File: src/rtl/pm_reader_pkg.sv
package pm_reader_pkg;

    typedef enum logic [1:0] {
        ST_IDLE  = 2'd0,
        ST_ADDR  = 2'd1,
        ST_RWAIT = 2'd2,
        ST_LATCH = 2'd3
    } rd_state_t;

endpackage

File: src/rtl/pm_read_seq.sv
module pm_read_seq
    import pm_reader_pkg::*;
#(
    parameter int AW          = 11,
    parameter int NLEG        = 3,
    parameter int ACC_CYC     = 2,
    parameter int REFRESH_CYC = 512
) (
    input  logic            clk,
    input  logic            rst_n,
    input  logic [AW-1:0]   key,
    input  logic [NLEG-1:0] mem_data,
    output logic [AW-1:0]   mem_addr,
    output logic            mem_rd,
    output logic [NLEG-1:0] samp_q,
    output logic            ld
);
    localparam int CW = $clog2(ACC_CYC + 1);
    localparam int RW = $clog2(REFRESH_CYC + 1);
    localparam logic [CW-1:0] ACC_LAST = CW'(ACC_CYC - 1);
    localparam logic [RW-1:0] REF_LAST = RW'(REFRESH_CYC - 1);

    rd_state_t       st, nx;
    logic [AW-1:0]   addr_q;
    logic [CW-1:0]   cnt;
    logic [RW-1:0]   rtmr;
    logic            have, pend, tick, start, last;

    assign tick  = (rtmr == REF_LAST);
    assign last  = (cnt == ACC_LAST);
    assign start = (st == ST_IDLE) && (nx == ST_ADDR);

    // next-state decision
    always_comb begin
        nx = st;
        unique case (st)
            ST_IDLE:  if (!have || pend || key != addr_q) nx = ST_ADDR;
            ST_ADDR:  nx = ST_RWAIT;
            ST_RWAIT: if (last) nx = ST_LATCH;
            ST_LATCH: nx = ST_IDLE;
        endcase
    end

    // state register
    always_ff @(posedge clk or negedge rst_n) begin
        if (!rst_n) st <= ST_IDLE;
        else        st <= nx;
    end

    // address, timers and capture stage
    always_ff @(posedge clk or negedge rst_n) begin
        if (!rst_n) begin
            addr_q <= '0;
            cnt    <= '0;
            rtmr   <= '0;
            have   <= 1'b0;
            pend   <= 1'b0;
            samp_q <= '0;
        end else begin
            rtmr <= tick ? '0 : rtmr + 1'b1;
            if (tick) pend <= 1'b1;
            if (start) begin
                addr_q <= key;
                have   <= 1'b1;
                pend   <= 1'b0;
            end
            if (st == ST_ADDR)  cnt <= '0;
            if (st == ST_RWAIT) begin
                cnt <= cnt + 1'b1;
                if (last) samp_q <= mem_data;
            end
        end
    end

    // outputs
    always_comb begin
        mem_addr = addr_q;
        mem_rd   = (st == ST_RWAIT);
        ld       = (st == ST_LATCH);
    end

    p_addr_stable_r1: assert property (@(posedge clk) disable iff (!rst_n)
        (mem_rd && $past(mem_rd)) |-> $stable(mem_addr));

    p_rd_len_r3: assert property (@(posedge clk) disable iff (!rst_n)
        (mem_rd && cnt == ACC_LAST) |=> !mem_rd);

    p_key_change_r2: assert property (@(posedge clk) disable iff (!rst_n)
        (st == ST_IDLE && have && key != addr_q) |=> (st == ST_ADDR && addr_q == $past(key)));

    p_refresh_r9: assert property (@(posedge clk) disable iff (!rst_n)
        (st == ST_IDLE && pend) |=> (st == ST_ADDR));

endmodule

File: src/rtl/pm_leg_lock.sv
module pm_leg_lock #(
    parameter int DEAD_CYC = 20
) (
    input  logic clk,
    input  logic rst_n,
    input  logic vld,
    input  logic tgt,
    output logic gh,
    output logic gl
);
    localparam int DW = $clog2(DEAD_CYC + 2);
    localparam logic [DW-1:0] DEAD_LD = DW'(DEAD_CYC);

    logic          cur, armed, chg;
    logic [DW-1:0] cnt;

    assign chg = vld && (!armed || tgt != cur);

    always_ff @(posedge clk or negedge rst_n) begin
        if (!rst_n) begin
            cur   <= 1'b0;
            armed <= 1'b0;
            cnt   <= '0;
        end else if (chg) begin
            cur   <= tgt;
            armed <= 1'b1;
            cnt   <= DEAD_LD;
        end else if (cnt != '0) begin
            cnt <= cnt - 1'b1;
        end
    end

    // gate enable = loaded AND dead-time done
    always_comb begin
        gh = armed && (cnt == '0) && cur;
        gl = armed && (cnt == '0) && !cur;
    end

    p_no_overlap_r7: assert property (@(posedge clk) disable iff (!rst_n) !(gh && gl));

    p_hold_off_r6: assert property (@(posedge clk) disable iff (!rst_n)
        (chg && DEAD_CYC > 0) |=> (!gh && !gl));

    p_reset_off_r8: assert property (@(posedge clk) disable iff (!rst_n)
        !armed |-> (!gh && !gl));

endmodule

File: src/rtl/pm_reader.sv
module pm_reader
    import pm_reader_pkg::*;
#(
    parameter int IDX_W       = 3,
    parameter int ANG_W       = 8,
    parameter int NLEG        = 3,
    parameter int ACC_CYC     = 2,
    parameter int DEAD_CYC    = 20,
    parameter int REFRESH_CYC = 512
) (
    input  logic                   clk,
    input  logic                   rst_n,
    input  logic [IDX_W-1:0]       set_sel,
    input  logic [ANG_W-1:0]       ang_q,
    input  logic                   inv,
    input  logic [NLEG-1:0]        mem_data,
    output logic [IDX_W+ANG_W-1:0] mem_addr,
    output logic                   mem_rd,
    output logic [NLEG-1:0]        gate_hi,
    output logic [NLEG-1:0]        gate_lo
);
    localparam int AW = IDX_W + ANG_W;

    logic [NLEG-1:0] samp_q, lat_q, tgt;
    logic            ld, lat_v;

    pm_read_seq #(
        .AW(AW), .NLEG(NLEG), .ACC_CYC(ACC_CYC), .REFRESH_CYC(REFRESH_CYC)
    ) u_seq (
        .clk(clk), .rst_n(rst_n), .key({set_sel, ang_q}), .mem_data(mem_data),
        .mem_addr(mem_addr), .mem_rd(mem_rd), .samp_q(samp_q), .ld(ld)
    );

    always_ff @(posedge clk or negedge rst_n) begin
        if (!rst_n) begin
            lat_q <= '0;
            lat_v <= 1'b0;
        end else if (ld) begin
            lat_q <= samp_q;
            lat_v <= 1'b1;
        end
    end

    assign tgt = lat_q ^ {NLEG{inv}};

    for (genvar l = 0; l < NLEG; l++) begin : g_leg
        pm_leg_lock #(.DEAD_CYC(DEAD_CYC)) u_lock (
            .clk(clk), .rst_n(rst_n), .vld(lat_v), .tgt(tgt[l]),
            .gh(gate_hi[l]), .gl(gate_lo[l])
        );
    end

    p_latch_after_read_r4: assert property (@(posedge clk) disable iff (!rst_n)
        ld |-> $past(mem_rd));

endmodule

File: config.mk
export PLATFORM = sky130hd
export DESIGN_NAME = pm_reader
export DESIGN_NICKNAME = d
export VERILOG_FILES = /design/src/rtl/pm_reader_pkg.sv /design/src/rtl/pm_read_seq.sv /design/src/rtl/pm_leg_lock.sv /design/src/rtl/pm_reader.sv
export SDC_FILE = /design/constraint.sdc
export NUM_CORES = 1
export LEC_CHECK = 0
export ABC_AREA = 0
export BUFFER_PORTS_ARGS = -buffer_cell sky130_fd_sc_hd__buf_2
export CORE_MARGIN = 1
export CORE_UTILIZATION = 49
export DETAILED_ROUTE_END_ITERATION = 10
export GPL_ROUTABILITY_DRIVEN = 0
export GPL_TIMING_DRIVEN = 0
export HOLD_SLACK_MARGIN = 0.12
export PLACE_DENSITY = 0.78
export SYNTH_ARGS = -nofsm -noshare
export SYNTH_HDL_FRONTEND = slang
export SYNTH_HIERARCHICAL = 1
export SYNTH_SLANG_ARGS = --single-unit
File: constraint.sdc
create_clock -name clk -period 2.7 [get_ports clk]
set_input_delay 0 -clock clk [delete_from_list [all_inputs] [get_ports clk]]
set_output_delay 0 -clock clk [all_outputs]
set_load 0.03 [all_outputs]
# Word level (Yosys, flattened, before mapping)
# Index checks and enable logic that the tools add are counted.
[word_totals] inputBits=17 output_inout_bits=18 elab_cells=86 regBits=55
[classes] n_bitwise=1 reduce_logical=38 n_eq_ne=10 muxes=14 add_sub_neg=5
[op_table] op="$mux 5" count=6
[op_table] op="$logic_not 5->1" count=3
[op_table] op="$reduce_bool 5->1" count=3
[op_table] op="$sub 5x1->5 const B" count=3
[op_table] op="$logic_and 1x1->1" count=13
[op_table] op="$ne 11x11->1" count=1
[op_table] op="$add 10x1->10 const B" count=1
[op_table] op="$eq 10x9->1 const B" count=1
[op_table] op="$mux 10" count=1
[op_table] op="$reduce_bool 2->1" count=5
[op_table] op="$mux 2" count=4
[op_table] op="$pmux 2 s4" count=1
[op_table] op="$logic_not 1->1" count=7
[op_table] op="$eq 2x1->1 const B" count=3
[op_table] op="$logic_or 1x1->1" count=5
[op_table] op="$eq 2x2->1 const B" count=2
[op_table] op="$ne 1x1->1" count=3
[op_table] op="$xor 3x3->3" count=1
[op_table] op="$add 2x1->2 const B" count=1
[op_table] op="$logic_not 2->1" count=1
[op_table] op="$mux 1" count=2
[op_table] op="$reduce_and 2->1" count=1

# Depth between registers and ports, before layout
# Gate-level depths: netlist of run 1.
[depth] depth_word=8 depth_mapped=5 depth_no_buf=5

# Modules after synthesis
# The synthesis of run 1 kept the hierarchy.
[modules_own_cells] mod="pm_read_seq" cells_each=107 instances=1 area_per_inst_um2=1363.8
[modules_own_cells] mod="pm_leg_lock" cells_each=32 instances=3 area_per_inst_um2=355.3
[modules_own_cells] mod="pm_reader" cells_each=11 instances=1 area_per_inst_um2=166.4

# Worst setup path before layout of run 1
# No wires, ideal clock.
[synth_timing] path_type="reg2reg" start="register u_seq.st[0]" end="register u_seq.addr_q[0], in the netlist u_seq/mem_addr[0]" t_arrival_ps=1512 path_slack_ps=1063 stages_incl_launch_ff=6 path_buffers=1 cell_sequence="dfrtp_1 -> inv_1 -> ha_1 -> nor2b_1 -> buf_2 -> mux2_2"
[synth_via] elab_chain_cells=4 word_cells_on_any_way=9 cone_classes="eq/ne (4); mux (3); reduce/logical (2)"
[synth_rtl] item="start: declaration" line="pm_read_seq.sv:23" rtl="rd_state_t st, nx;"
[synth_rtl] item="start signal: assignment" line="pm_read_seq.sv:47" rtl="else st <= nx;"
[synth_rtl] item="$eq 2x2->1 (tied with other cells)" line="pm_read_seq.sv:36" rtl="unique case (st)"
[synth_rtl] item="$pmux 2 s4 (*)" line="pm_read_seq.sv:36"
[synth_rtl] item="named net u_seq.nx[1]" line="pm_read_seq.sv:23"
[synth_rtl] item="$eq 2x1->1 (*)" line="pm_read_seq.sv:31" rtl="assign start = (st == ST_IDLE) && (nx == ST_ADDR);"
[synth_rtl] item="$logic_and 1x1->1 (*)" line="pm_read_seq.sv:31"
[synth_rtl] item="end signal: assignment" line="pm_read_seq.sv:63" rtl="addr_q <= key;"
[synth_rtl] item="end: declaration" line="pm_read_seq.sv:24" rtl="logic [AW-1:0] addr_q;"
# Mark *: on every way through the listed nets, which the timed path passes. The rest lies on a longest branch.
# A chain may end at the register's enable or synchronous reset.

# Worst setup path after layout of run 1
[layout_timing] start="register u_seq.st[0]" end="register u_seq.addr_q[6], in the netlist u_seq/mem_addr[6]"
# Same word-level chain as after synthesis.

==> metrics.txt, run 1 <==
# TYPE chip_impl_metric gauge
chip_impl_metric{name="max_cap_viol_count",unit=""} 0
chip_impl_info{name="clock_tree_from_tritoncts",value="yes"} 1
chip_impl_metric{name="fin_skew",unit="ps"} 6.85
chip_impl_info{name="min-delay-path-class",value="primary input to flip-flop"} 1
chip_impl_metric{name="critPathRequiredTime",unit="ps"} 2890
chip_impl_metric{name="global_route.usage.total",unit=""} 0.180
chip_impl_metric{name="finalCritPeriodShare",unit=""} 0.693
chip_impl_metric{name="slew_of_the_pin_with_the_lowest_slew_margin",unit="ps"} 1170
chip_impl_info{name="critical_path_class",value="flip-flop to flip-flop"} 1
chip_impl_metric{name="synth_async_sr_flop_share",unit=""} 1.00
chip_impl_info{name="most_common_cell_after_layout_fill_and_taps_aside",value="sky130_fd_sc_hd__dfrtp_1"} 1
chip_impl_metric{name="cp_num_buf_inv",unit=""} 2
chip_impl_metric{name="nets",unit=""} 295
chip_impl_metric{name="netlist_area",unit="mm²"} 0.00260
chip_impl_metric{name="achievable-frequency",unit="MHz"} 535
chip_impl_metric{name="fp.dieW",unit="µm"} 74.8
chip_impl_metric{name="layout.core_utilization",unit=""} 0.608
chip_impl_metric{name="grt_max_degree",unit=""} 56
chip_impl_metric{name="powerDensity",unit="mW/mm²"} 1030
chip_impl_metric{name="postSynthNetCount",unit=""} 239
chip_impl_metric{name="multi_input_comb_area",unit="mm²"} 0.00115
chip_impl_metric{name="cts_inserted_buffers",unit=""} 5
chip_impl_metric{name="design.portCount",unit=""} 35
chip_impl_metric{name="routed_met3_length",unit="µm"} 141
chip_impl_info{name="path_cells",value="inv_1 > ha_1 > nor2b_1 > buf_2 > mux2_2"} 1
chip_impl_metric{name="synth_enable_flop_cells",unit=""} 0
chip_impl_info{name="critical-path-slowest-cell",value="sky130_fd_sc_hd__dfrtp_1"} 1
chip_impl_metric{name="vdd_drop_max",unit="mV"} 0.761
chip_impl_metric{name="clockBufferDepth",unit=""} 2
chip_impl_metric{name="placementRows",unit=""} 26
chip_impl_info{name="timing.critical_path.to_type",value="flip-flop"} 1
chip_impl_metric{name="netlist_instances",unit=""} 214
chip_impl_info{name="layout.cells.most_common_list",value="55 x sky130_fd_sc_hd__dfrtp_1, 35 x sky130_fd_sc_hd__buf_2, 21 x sky130_fd_sc_hd__xnor2_1"} 1
chip_impl_metric{name="critical_path.max_stage_delay",unit="ps"} 430
chip_impl_info{name="rsz0062_at_grt",value="no"} 1
chip_impl_metric{name="detail_route.vias_per_cell",unit=""} 5.02
chip_impl_metric{name="initial_utilization",unit=""} 0.508
chip_impl_metric{name="clkSinkCount",unit=""} 55
chip_impl_metric{name="final_antenna_net_count",unit=""} 0
chip_impl_metric{name="max-slew-margin-rel",unit=""} 0.218
chip_impl_metric{name="number_of_buffers_inserted_by_port_buffering",unit=""} 34
chip_impl_metric{name="hold_viol_final",unit=""} 0
chip_impl_metric{name="die_y",unit="µm"} 74.8
chip_impl_metric{name="grt_antenna_before_repair",unit=""} 0
chip_impl_metric{name="gr-total-overflow",unit=""} 0
chip_impl_metric{name="final_layout_size_suffix_gt1_frac",unit=""} 0.292
chip_impl_metric{name="drt-pass1-iter-count",unit=""} 4
chip_impl_metric{name="finalMaxSlewViolations",unit=""} 0
chip_impl_info{name="top_signal_layer_used",value="met4"} 1
chip_impl_metric{name="detail_route.wl_per_cell",unit="µm"} 12.5
chip_impl_info{name="status",value="completed"} 1
chip_impl_metric{name="drc",unit=""} 0
chip_impl_metric{name="worst_r2r_path_depth",unit=""} 5
chip_impl_metric{name="cts.htree.levels",unit=""} 2
chip_impl_metric{name="antenna_cells",unit=""} 0
chip_impl_metric{name="synthesis.area_per_instance",unit="µm²"} 12.1
chip_impl_metric{name="clk_pin_slew_worst_paths",unit="ps"} 90
chip_impl_info{name="cts_root_buffer",value="sky130_fd_sc_hd__clkbuf_8"} 1
chip_impl_metric{name="synth_cell_type_count",unit=""} 34
chip_impl_metric{name="final.fill_count",unit=""} 410
chip_impl_metric{name="sequential_cell_area",unit="mm²"} 0.00138
chip_impl_metric{name="leakagePower",unit="nW"} 1.34
chip_impl_metric{name="syn2layout_area_growth",unit="%"} 19.6
chip_impl_metric{name="dr_total_vias",unit=""} 1712
chip_impl_metric{name="dr_wl_met2",unit="mm"} 2.19
chip_impl_metric{name="insertion_delay",unit="ps"} 300
chip_impl_metric{name="core_area",unit="mm²"} 0.00511
chip_impl_metric{name="worst-path-stages",unit=""} 5
chip_impl_metric{name="wire_length_of_the_first_global_routing_pass",unit="mm"} 7.53
chip_impl_metric{name="routedLengthMet1",unit="mm"} 1.88
chip_impl_metric{name="worstPathMaxFanout",unit=""} 10
chip_impl_metric{name="min_delay_path_depth",unit=""} 3
chip_impl_metric{name="yosys_warnings",unit=""} 6
chip_impl_metric{name="synth_seq_cells",unit=""} 55
chip_impl_metric{name="fin_tns_setup",unit="ps"} 0
chip_impl_metric{name="first_global_vias",unit=""} 1746
chip_impl_metric{name="detail_route.iter0.violations",unit=""} 54
chip_impl_metric{name="time_the_final_worst_path_needs_with_i_o_delays_and_setup",unit="ps"} 1870
chip_impl_metric{name="post_cts.repair.setup_buffers",unit=""} 0
chip_impl_info{name="dominantRegCellSynth",value="sky130_fd_sc_hd__dfrtp_1"} 1
chip_impl_metric{name="drt_wl_total",unit="mm"} 4.28
chip_impl_info{name="critPathTopFamily",value="flip-flops"} 1
chip_impl_info{name="critPathLaunchType",value="flip-flop"} 1
chip_impl_metric{name="crit_arrival",unit="ps"} 2060
chip_impl_metric{name="cts_resized",unit=""} 0
chip_impl_metric{name="setup_viol_count_final",unit=""} 0
chip_impl_metric{name="hpwl",unit="mm"} 2.97
chip_impl_metric{name="yosysSeqAreaShare",unit=""} 0.530
chip_impl_metric{name="floorplan.die_area",unit="mm²"} 0.00559
[state kept, by name, indices dropped and copies added, names as in the netlist]
register / cells
u_seq/cnt: 2
u_seq/rtmr: 10
u_seq/pend: 1
lat_q: 3
u_seq/mem_addr: 11
lat_v: 1
g_leg.u_lock/cur: 3
g_leg.u_lock/cnt: 15
u_seq/st: 2
u_seq/samp_q: 3
u_seq/have: 1
g_leg.u_lock/armed: 3
[report_power, final]
part           internal (mW)  total [mW]  switching [mW]
Clock                  0.235       0.487           0.253
Combinational          0.662        1.40           0.733
Sequential              1.09        1.32           0.226
Total                   1.99        3.20            1.21
[metrics by stage]
step	setup WS (ps)	total power, mW	hold slack (ps)	cells	cell area [µm²]
after detailed placement	843	2.73	237	318	2850
after CTS	824	3.23	205	341	3100
after global routing	735	3.43	223	341	3100
after floorplan	1060	2.40	-296	214	2600
final	830	3.20	213	341	3100
after global placement	925	2.66	233	318	2850
[cell type report]
class                      instances  area share
multi-input combinational        142       0.372
buffer                             1     0.00161
clock buffer                       8      0.0322
inverter                          16      0.0193
tap                               70      0.0282
timing repair buffer              49       0.103
sequential                        55       0.443
[synth_stat cells (4+ instances only)]
cell | instances | area [µm²]
sky130_fd_sc_hd__mux2_2 | 19 | 214
sky130_fd_sc_hd__nand2_1 | 7 | 26.3
sky130_fd_sc_hd__ha_1 | 8 | 100
sky130_fd_sc_hd__dfrtp_1 | 55 | 1380
sky130_fd_sc_hd__xor2_1 | 6 | 52.6
sky130_fd_sc_hd__or2_2 | 4 | 25.0
sky130_fd_sc_hd__nor2b_1 | 5 | 31.3
sky130_fd_sc_hd__nor3_1 | 6 | 30.0
sky130_fd_sc_hd__inv_1 | 16 | 60.1
sky130_fd_sc_hd__nand2b_1 | 7 | 43.8
sky130_fd_sc_hd__xnor2_1 | 21 | 184
sky130_fd_sc_hd__o31ai_1 | 4 | 30.0
sky130_fd_sc_hd__o21ai_0 | 4 | 20.0
sky130_fd_sc_hd__nand3_1 | 7 | 35.0
sky130_fd_sc_hd__nor2_1 | 7 | 26.3
[cells by family after synthesis]
group	Yosys count	synth area share
AO/OA/AOI/OAI	26	0.0713
buffers and inverters	17	0.0251
adder cells (fa/ha/maj)	8	0.0386
multiplexers	20	0.0867
flip-flops	55	0.530
AND/OR/NAND/NOR	61	0.157
XOR/XNOR	27	0.0911
[worst paths after layout]
kind	to	slack, ps	from
min in group asynchronous	g_leg[1].u_lock/cnt[1]	480	rst_n
worst max register to register	u_seq/mem_addr[6]	830	u_seq/st[0]
worst max-delay path	u_seq/mem_addr[6]	830	u_seq/st[0]
max in group asynchronous	u_seq/rtmr[4]	1500	rst_n
worst min-delay path	g_leg[2].u_lock/cur	210	inv
worst min register to register	u_seq/rtmr[0]	470	u_seq/rtmr[0]
[worst min-delay path: stages]
cell and delay [ps]:
sky130_fd_sc_hd__buf_2 120, sky130_fd_sc_hd__xor2_1 90, sky130_fd_sc_hd__mux2_2 260
[what timing repair did]
| action | in CTS | in global routing |
|---|---|---|
| hold buffers | 15 | 0 |
| endpoints found under the setup margin | 0 | 0 |
| endpoints found under the hold margin | 69 | 0 |
[per-layer routing]
metal,track usage,vias to the layer above
met4,0.0818,0
met2,0.315,33
met1,0.215,826
met5,0,-
met3,0.0361,5
li1,-,848
No activity file was read; power rests on OpenSTA's default activity.
==> inputs of run 2 (changes only) <==
- PLACE_DENSITY: 0.78 -> 0.8
- clock period: 2.7 -> 1.66 ns (I/O delays scaled with it)
==> metrics.txt, run 2 (synthesized netlist as in run 1, its figures left out) <==
# TYPE chip_impl_metric gauge
chip_impl_metric{name="slew_of_the_pin_with_the_lowest_slew_margin",unit="ps"} 1190
chip_impl_info{name="min-delay-path-class",value="primary input to flip-flop"} 1
chip_impl_metric{name="fin_skew",unit="ps"} 8.48
chip_impl_metric{name="clockBufferDepth",unit=""} 2
chip_impl_metric{name="comb_power_share",unit=""} 0.485
chip_impl_info{name="layout.cells.most_common_list",value="55 x sky130_fd_sc_hd__dfrtp_1, 29 x sky130_fd_sc_hd__buf_2, 21 x sky130_fd_sc_hd__xnor2_1"} 1
chip_impl_metric{name="syn2layout_area_growth",unit="%"} 26.7
chip_impl_metric{name="p_int",unit="mW"} 3.39
chip_impl_metric{name="finalMaxSlewViolations",unit=""} 0
chip_impl_metric{name="dr_total_vias",unit=""} 1768
chip_impl_metric{name="power.clock.fraction",unit=""} 0.123
chip_impl_metric{name="worst_r2r_path_depth",unit=""} 5
chip_impl_metric{name="design_power_total",unit="mW"} 5.50
chip_impl_metric{name="min_delay_path_depth",unit=""} 3
chip_impl_metric{name="time_the_final_worst_path_needs_with_i_o_delays_and_setup",unit="ps"} 1680
chip_impl_metric{name="nets",unit=""} 313
chip_impl_info{name="timing.critical_path.to_type",value="flip-flop"} 1
chip_impl_metric{name="hold_viol_final",unit=""} 0
chip_impl_metric{name="global_route.usage.total",unit=""} 0.190
chip_impl_metric{name="drt_wl_total",unit="mm"} 4.79
chip_impl_info{name="status",value="finished with violations"} 1
chip_impl_info{name="rsz0062_at_grt",value="yes"} 1
chip_impl_metric{name="fp.dieW",unit="µm"} 74.8
chip_impl_metric{name="gr-total-overflow",unit=""} 0
chip_impl_metric{name="wire_length_of_the_first_global_routing_pass",unit="mm"} 7.82
chip_impl_metric{name="preCtsSetupSlack",unit="ps"} -120
chip_impl_info{name="largest-register",value="g_leg.u_lock/cnt"} 1
chip_impl_metric{name="drt-pass1-iter-count",unit=""} 4
chip_impl_metric{name="holdWs",unit="ps"} 201
chip_impl_metric{name="flop_pwr_share",unit=""} 0.392
chip_impl_metric{name="p_sw_frac",unit=""} 0.384
chip_impl_metric{name="core_area",unit="mm²"} 0.00511
chip_impl_metric{name="number_of_buffers_inserted_by_port_buffering",unit=""} 34
chip_impl_metric{name="worstPathMaxFanout",unit=""} 3
chip_impl_info{name="critical_path_class",value="flip-flop to flip-flop"} 1
chip_impl_info{name="most_common_cell_after_layout_fill_and_taps_aside",value="sky130_fd_sc_hd__dfrtp_1"} 1
chip_impl_metric{name="insertion_delay",unit="ps"} 310
chip_impl_metric{name="detail_route.vias_per_cell",unit=""} 4.95
chip_impl_metric{name="clk_pin_slew_worst_paths",unit="ps"} 90
chip_impl_metric{name="placementRows",unit=""} 26
chip_impl_metric{name="critPathRequiredTime",unit="ps"} 1850
chip_impl_metric{name="design.portCount",unit=""} 35
chip_impl_metric{name="max_cap_viol_count",unit=""} 0
chip_impl_metric{name="achievable-frequency",unit="MHz"} 595
chip_impl_metric{name="fin_ws",unit="ps"} -19.6
chip_impl_info{name="cts_root_buffer",value="sky130_fd_sc_hd__clkbuf_8"} 1
chip_impl_metric{name="hpwl",unit="mm"} 3.00
chip_impl_metric{name="initial_utilization",unit=""} 0.508
chip_impl_metric{name="final_antenna_net_count",unit=""} 0
chip_impl_metric{name="cts_inserted_buffers",unit=""} 5
chip_impl_metric{name="largest_register_ffs",unit=""} 15
chip_impl_info{name="critPathLaunchType",value="flip-flop"} 1
chip_impl_metric{name="first_global_vias",unit=""} 1812
chip_impl_metric{name="switching_power",unit="mW"} 2.11
chip_impl_metric{name="grt_max_degree",unit=""} 56
chip_impl_metric{name="fin_tns_setup",unit="ps"} -19.6
chip_impl_metric{name="max-slew-margin-rel",unit=""} 0.210
chip_impl_metric{name="final_layout_size_suffix_gt1_frac",unit=""} 0.369
chip_impl_metric{name="clkSinkCount",unit=""} 55
chip_impl_metric{name="detail_route.iter0.violations",unit=""} 90
chip_impl_info{name="violated_checks",value="setup timing"} 1
chip_impl_metric{name="cts.htree.levels",unit=""} 2
chip_impl_metric{name="antenna_cells",unit=""} 0
chip_impl_metric{name="crit_arrival",unit="ps"} 1870
chip_impl_metric{name="finalCritPeriodShare",unit=""} 1.01
chip_impl_metric{name="vdd_drop_max",unit="mV"} 1.21
chip_impl_info{name="clock_tree_from_tritoncts",value="yes"} 1
chip_impl_metric{name="die_y",unit="µm"} 74.8
chip_impl_metric{name="powerDensity",unit="mW/mm²"} 1670
chip_impl_metric{name="detail_route.wl_per_cell",unit="µm"} 13.4
chip_impl_metric{name="leakagePower",unit="nW"} 1.42
chip_impl_metric{name="setup_viol_count_final",unit=""} 1
chip_impl_metric{name="drc",unit=""} 0
chip_impl_metric{name="grt_antenna_before_repair",unit=""} 0
chip_impl_metric{name="floorplan.die_area",unit="mm²"} 0.00559
## run 2: layout make-up
| type | instances | area [µm²] |
|---|---|---|
| fill | 385 | 1820 |
| sequential | 55 | 1380 |
| multi-input combinational | 142 | 1200 |
| timing repair buffer | 67 | 483 |
| tap | 70 | 87.6 |
| clock buffer | 6 | 72.6 |
| inverter | 16 | 60.1 |
| buffer | 1 | 7.51 |
## run 2: through the flow
step / area (µm²) / utilization / cells
2_1_floorplan: 2600 / - / 214
3_3_place_gp: 2850 / 0.559 / 318
3_5_place_dp: 2850 / 0.559 / 318
4_1_cts: 3140 / 0.615 / 346
5_1_grt: 3290 / 0.644 / 357
6_report: 3290 / 0.644 / 357
## run 2: final timing paths
kind,startpoint,end,slack (ps)
hold / removal,inv,g_leg[1].u_lock/cur,200
min in group asynchronous,rst_n,g_leg[1].u_lock/cnt[3],470
setup / recovery,u_seq/st[0],u_seq/mem_addr[9],-20
setup reg to reg,u_seq/st[0],u_seq/mem_addr[9],-20
hold reg to reg,u_seq/rtmr[0],u_seq/rtmr[0],460
max in group asynchronous,rst_n,u_seq/mem_addr[3],470
## run 2: power groups by stage
stage	Combinational, mW	Clock [mW]	Sequential (mW)
floorplan	1.52	0	2.38
global placement	2.18	0	2.14
detailed placement	2.27	0	2.17
CTS	2.38	0.699	2.14
global route	2.92	0.756	2.21
finish	2.67	0.676	2.16
## run 2: timing repair
item                                   in CTS  in global routing
endpoints found under the hold margin      69                  0
setup buffers                               6                 11
pin swaps                                   2                  5
cloned                                      1                  0
hold buffers                               15                  0
gates resized for setup                     6                 24
setup endpoints to repair                  16                 17
## run 2: routing by layer
| layer | routed length [µm] | GRT usage | vias up |
|---|---|---|---|
| met5 | 0 | 0 | - |
| met4 | 84 | 0.0860 | 0 |
| met3 | 178 | 0.0415 | 7 |
| met2 | 2500 | 0.335 | 37 |
| met1 | 2030 | 0.220 | 843 |
| li1 | - | - | 881 |
## run 2: worst max-delay path: stages (launching register included)
cell and delay (ps):
sky130_fd_sc_hd__dfrtp_1 400, sky130_fd_sc_hd__buf_6 130, sky130_fd_sc_hd__nor3b_4 170, sky130_fd_sc_hd__nand4_1 190
sky130_fd_sc_hd__o31ai_4 330, sky130_fd_sc_hd__mux2_4 330
==> inputs of run 3 (changes only) <==
- CELL_PAD_IN_SITES_DETAIL_PLACEMENT: not set -> 0
- CELL_PAD_IN_SITES_GLOBAL_PLACEMENT: not set -> 1
- CORE_UTILIZATION: 49 -> 41
- PLACE_DENSITY: 0.8 -> 0.83
==> metrics.txt, run 3 (synthesized netlist as in run 1, its figures left out) <==
# TYPE chip_impl_metric gauge
chip_impl_metric{name="flop_pwr_share",unit=""} 0.389
chip_impl_metric{name="vdd_drop_max",unit="mV"} 1.35
chip_impl_metric{name="wire_length_of_the_first_global_routing_pass",unit="mm"} 7.66
chip_impl_metric{name="dr_total_vias",unit=""} 1739
chip_impl_metric{name="grt_max_degree",unit=""} 56
chip_impl_metric{name="leakagePower",unit="nW"} 1.39
chip_impl_metric{name="fp.dieW",unit="µm"} 81.6
chip_impl_metric{name="switching_power",unit="mW"} 2.08
chip_impl_metric{name="dpl-instance-area",unit="mm²"} 0.00286
chip_impl_metric{name="insertion_delay",unit="ps"} 300
chip_impl_metric{name="largest_register_ffs",unit=""} 15
chip_impl_metric{name="cts_inserted_buffers",unit=""} 5
chip_impl_metric{name="initial_utilization",unit=""} 0.431
chip_impl_info{name="critPathLaunchType",value="flip-flop"} 1
chip_impl_metric{name="nets",unit=""} 305
chip_impl_metric{name="clkSinkCount",unit=""} 55
chip_impl_metric{name="critPathRequiredTime",unit="ps"} 1850
chip_impl_metric{name="grt_antenna_before_repair",unit=""} 0
chip_impl_metric{name="hpwl",unit="mm"} 2.88
chip_impl_metric{name="reg2reg_slack",unit="ps"} 50
chip_impl_metric{name="multi_input_comb_area",unit="mm²"} 0.00120
chip_impl_info{name="layout.cells.most_common_list",value="55 x sky130_fd_sc_hd__dfrtp_1, 27 x sky130_fd_sc_hd__buf_2, 21 x sky130_fd_sc_hd__xnor2_1"} 1
chip_impl_metric{name="global_route.usage.total",unit=""} 0.150
chip_impl_metric{name="setup_viol_count_final",unit=""} 0
chip_impl_info{name="grt-busiest-layer",value="met2"} 1
chip_impl_metric{name="clk_pin_slew_worst_paths",unit="ps"} 100
chip_impl_metric{name="clockBufferDepth",unit=""} 2
chip_impl_info{name="critical_path_class",value="flip-flop to flip-flop"} 1
chip_impl_metric{name="grt.met3_usage",unit=""} 0.0378
chip_impl_metric{name="antenna_cells",unit=""} 0
chip_impl_metric{name="drc",unit=""} 0
chip_impl_metric{name="final_layout_size_suffix_gt1_frac",unit=""} 0.352
chip_impl_metric{name="max_cap_viol_count",unit=""} 0
chip_impl_metric{name="die_y",unit="µm"} 81.6
chip_impl_metric{name="gr-total-overflow",unit=""} 0
chip_impl_info{name="largest-register",value="g_leg.u_lock/cnt"} 1
chip_impl_info{name="most_common_cell_after_layout_fill_and_taps_aside",value="sky130_fd_sc_hd__dfrtp_1"} 1
chip_impl_metric{name="holdWs",unit="ps"} 210
chip_impl_metric{name="time_the_final_worst_path_needs_with_i_o_delays_and_setup",unit="ps"} 1610
chip_impl_metric{name="placed_cells_incl_taps",unit=""} 323
chip_impl_info{name="min-delay-path-class",value="primary input to flip-flop"} 1
chip_impl_metric{name="design.portCount",unit=""} 35
chip_impl_metric{name="max-slew-margin-rel",unit=""} 0.538
chip_impl_metric{name="powerDensity",unit="mW/mm²"} 1690
chip_impl_metric{name="crit_arrival",unit="ps"} 1800
chip_impl_metric{name="syn2layout_area_growth",unit="%"} 25.4
chip_impl_metric{name="detail_route.vias_per_cell",unit=""} 4.88
chip_impl_metric{name="sequential_cell_area",unit="mm²"} 0.00138
chip_impl_metric{name="fin_skew",unit="ps"} 7.28
chip_impl_metric{name="number_of_buffers_inserted_by_port_buffering",unit=""} 34
chip_impl_metric{name="final_antenna_net_count",unit=""} 0
chip_impl_metric{name="worstPathMaxFanout",unit=""} 3
chip_impl_metric{name="finalCritPeriodShare",unit=""} 0.971
chip_impl_metric{name="drt_wl_total",unit="mm"} 4.43
chip_impl_metric{name="cts.htree.levels",unit=""} 2
chip_impl_metric{name="drt-pass1-iter-count",unit=""} 4
chip_impl_info{name="cts_root_buffer",value="sky130_fd_sc_hd__clkbuf_8"} 1
chip_impl_metric{name="fin_tns_setup",unit="ps"} 0
chip_impl_metric{name="grt_use_met2",unit=""} 0.254
chip_impl_metric{name="p_int",unit="mW"} 3.41
chip_impl_info{name="status",value="completed"} 1
chip_impl_info{name="timing.critical_path.to_type",value="flip-flop"} 1
chip_impl_info{name="rsz0062_at_grt",value="yes"} 1
chip_impl_metric{name="post_layout_instance_count_excluding_filler_cells",unit=""} 356
chip_impl_metric{name="finalMaxSlewViolations",unit=""} 0
chip_impl_metric{name="achievable-frequency",unit="MHz"} 620
chip_impl_metric{name="detail_route.wl_per_cell",unit="µm"} 12.4
chip_impl_metric{name="floorplan.die_area",unit="mm²"} 0.00665
chip_impl_metric{name="hold_viol_final",unit=""} 0
chip_impl_metric{name="detail_route.iter0.violations",unit=""} 88
chip_impl_metric{name="slew_of_the_pin_with_the_lowest_slew_margin",unit="ps"} 694
chip_impl_metric{name="power.clock.fraction",unit=""} 0.147
chip_impl_metric{name="core_area",unit="mm²"} 0.00603
chip_impl_metric{name="design_power_total",unit="mW"} 5.49
chip_impl_metric{name="placementRows",unit=""} 28
chip_impl_metric{name="use_met1",unit=""} 0.189
chip_impl_metric{name="final.fill_count",unit=""} 522
chip_impl_metric{name="post-route-cell-area",unit="mm²"} 0.00326
chip_impl_metric{name="p_sw_frac",unit=""} 0.378
chip_impl_metric{name="comb_power_share",unit=""} 0.464
chip_impl_metric{name="first_global_vias",unit=""} 1726
chip_impl_info{name="clock_tree_from_tritoncts",value="yes"} 1
run 3: cell types whose count changed in the layout (fill, tap and decap cells not counted), moves of 2 or more:
| cell | delta |
|---|---|
| sky130_fd_sc_hd__buf_4 | -3 |
| sky130_fd_sc_hd__and3_4 | -2 |
| sky130_fd_sc_hd__and3_2 | +2 |
| sky130_fd_sc_hd__buf_2 | -2 |
| sky130_fd_sc_hd__clkbuf_8 | +2 |
| sky130_fd_sc_hd__buf_6 | -4 |
| sky130_fd_sc_hd__ha_2 | -3 |
| sky130_fd_sc_hd__ha_4 | +2 |
run 3: final timing paths:
| path | startpoint | endpoint | cells past startpoint |
|---|---|---|---|
| min in group asynchronous | rst_n | g_leg[0].u_lock/cnt[4] | 2 |
| worst max register to register | u_seq/st[0] | u_seq/mem_addr[9] | 5 |
| worst min register to register | u_seq/rtmr[0] | u_seq/rtmr[0] | 1 |
| worst min-delay path | inv | g_leg[1].u_lock/cur | 3 |
| max in group asynchronous | rst_n | u_seq/rtmr[3] | 2 |
| worst max-delay path | u_seq/st[0] | u_seq/mem_addr[9] | 5 |
run 3: cell type report:
class / count / share of cell area
Buffer: 1 / 0.00231
Clock buffer: 7 / 0.0296
Clock inverter: 1 / 0.00231
Inverter: 16 / 0.0184
Multi-Input combinational cell: 142 / 0.369
Sequential cell: 55 / 0.423
Tap cell: 75 / 0.0288
Timing Repair Buffer: 59 / 0.127
run 3: repair_timing:
action | CTS | global route
hold buffers | 15 | 0
buffers inserted | 4 | 5
endpoints found under the hold margin | 70 | 0
pin swaps | 0 | 8
gates cloned | 1 | 0
endpoints found under the setup margin | 16 | 17
resized for setup | 3 | 24
run 3: power by group through the flow:
stage / registers (mW) / logic [mW] / clock network [mW]
floorplan: 2.38 / 1.52 / 0
global placement: 2.15 / 2.21 / 0
detailed placement: 2.16 / 2.26 / 0
finish: 2.13 / 2.55 / 0.808
global route: 2.20 / 2.80 / 0.892
CTS: 2.13 / 2.37 / 0.839
run 3: worst max-delay path, stage by stage (launching register included):
cell and delay, ps:
sky130_fd_sc_hd__dfrtp_1 390, sky130_fd_sc_hd__buf_4 150, sky130_fd_sc_hd__nor3b_2 190, sky130_fd_sc_hd__nand4_1 170
sky130_fd_sc_hd__o31ai_4 280, sky130_fd_sc_hd__mux2_4 330
run 3: routing by layer:
layer  wire length, µm  vias to the layer above
met2              2050                       33
met1              2160                      834
li1                  -                      868
met5                 0                        -
met4                31                        0
met3               191                        4
run 3: stage by stage:
step | setup WS (ps) | utilization
detailed placement | -135 | 0.475
finish | 48.1 | 0.540
global placement | -124 | 0.475
floorplan | 22.7 | -
CTS | -74.3 | 0.523
global route | -27.9 | 0.540
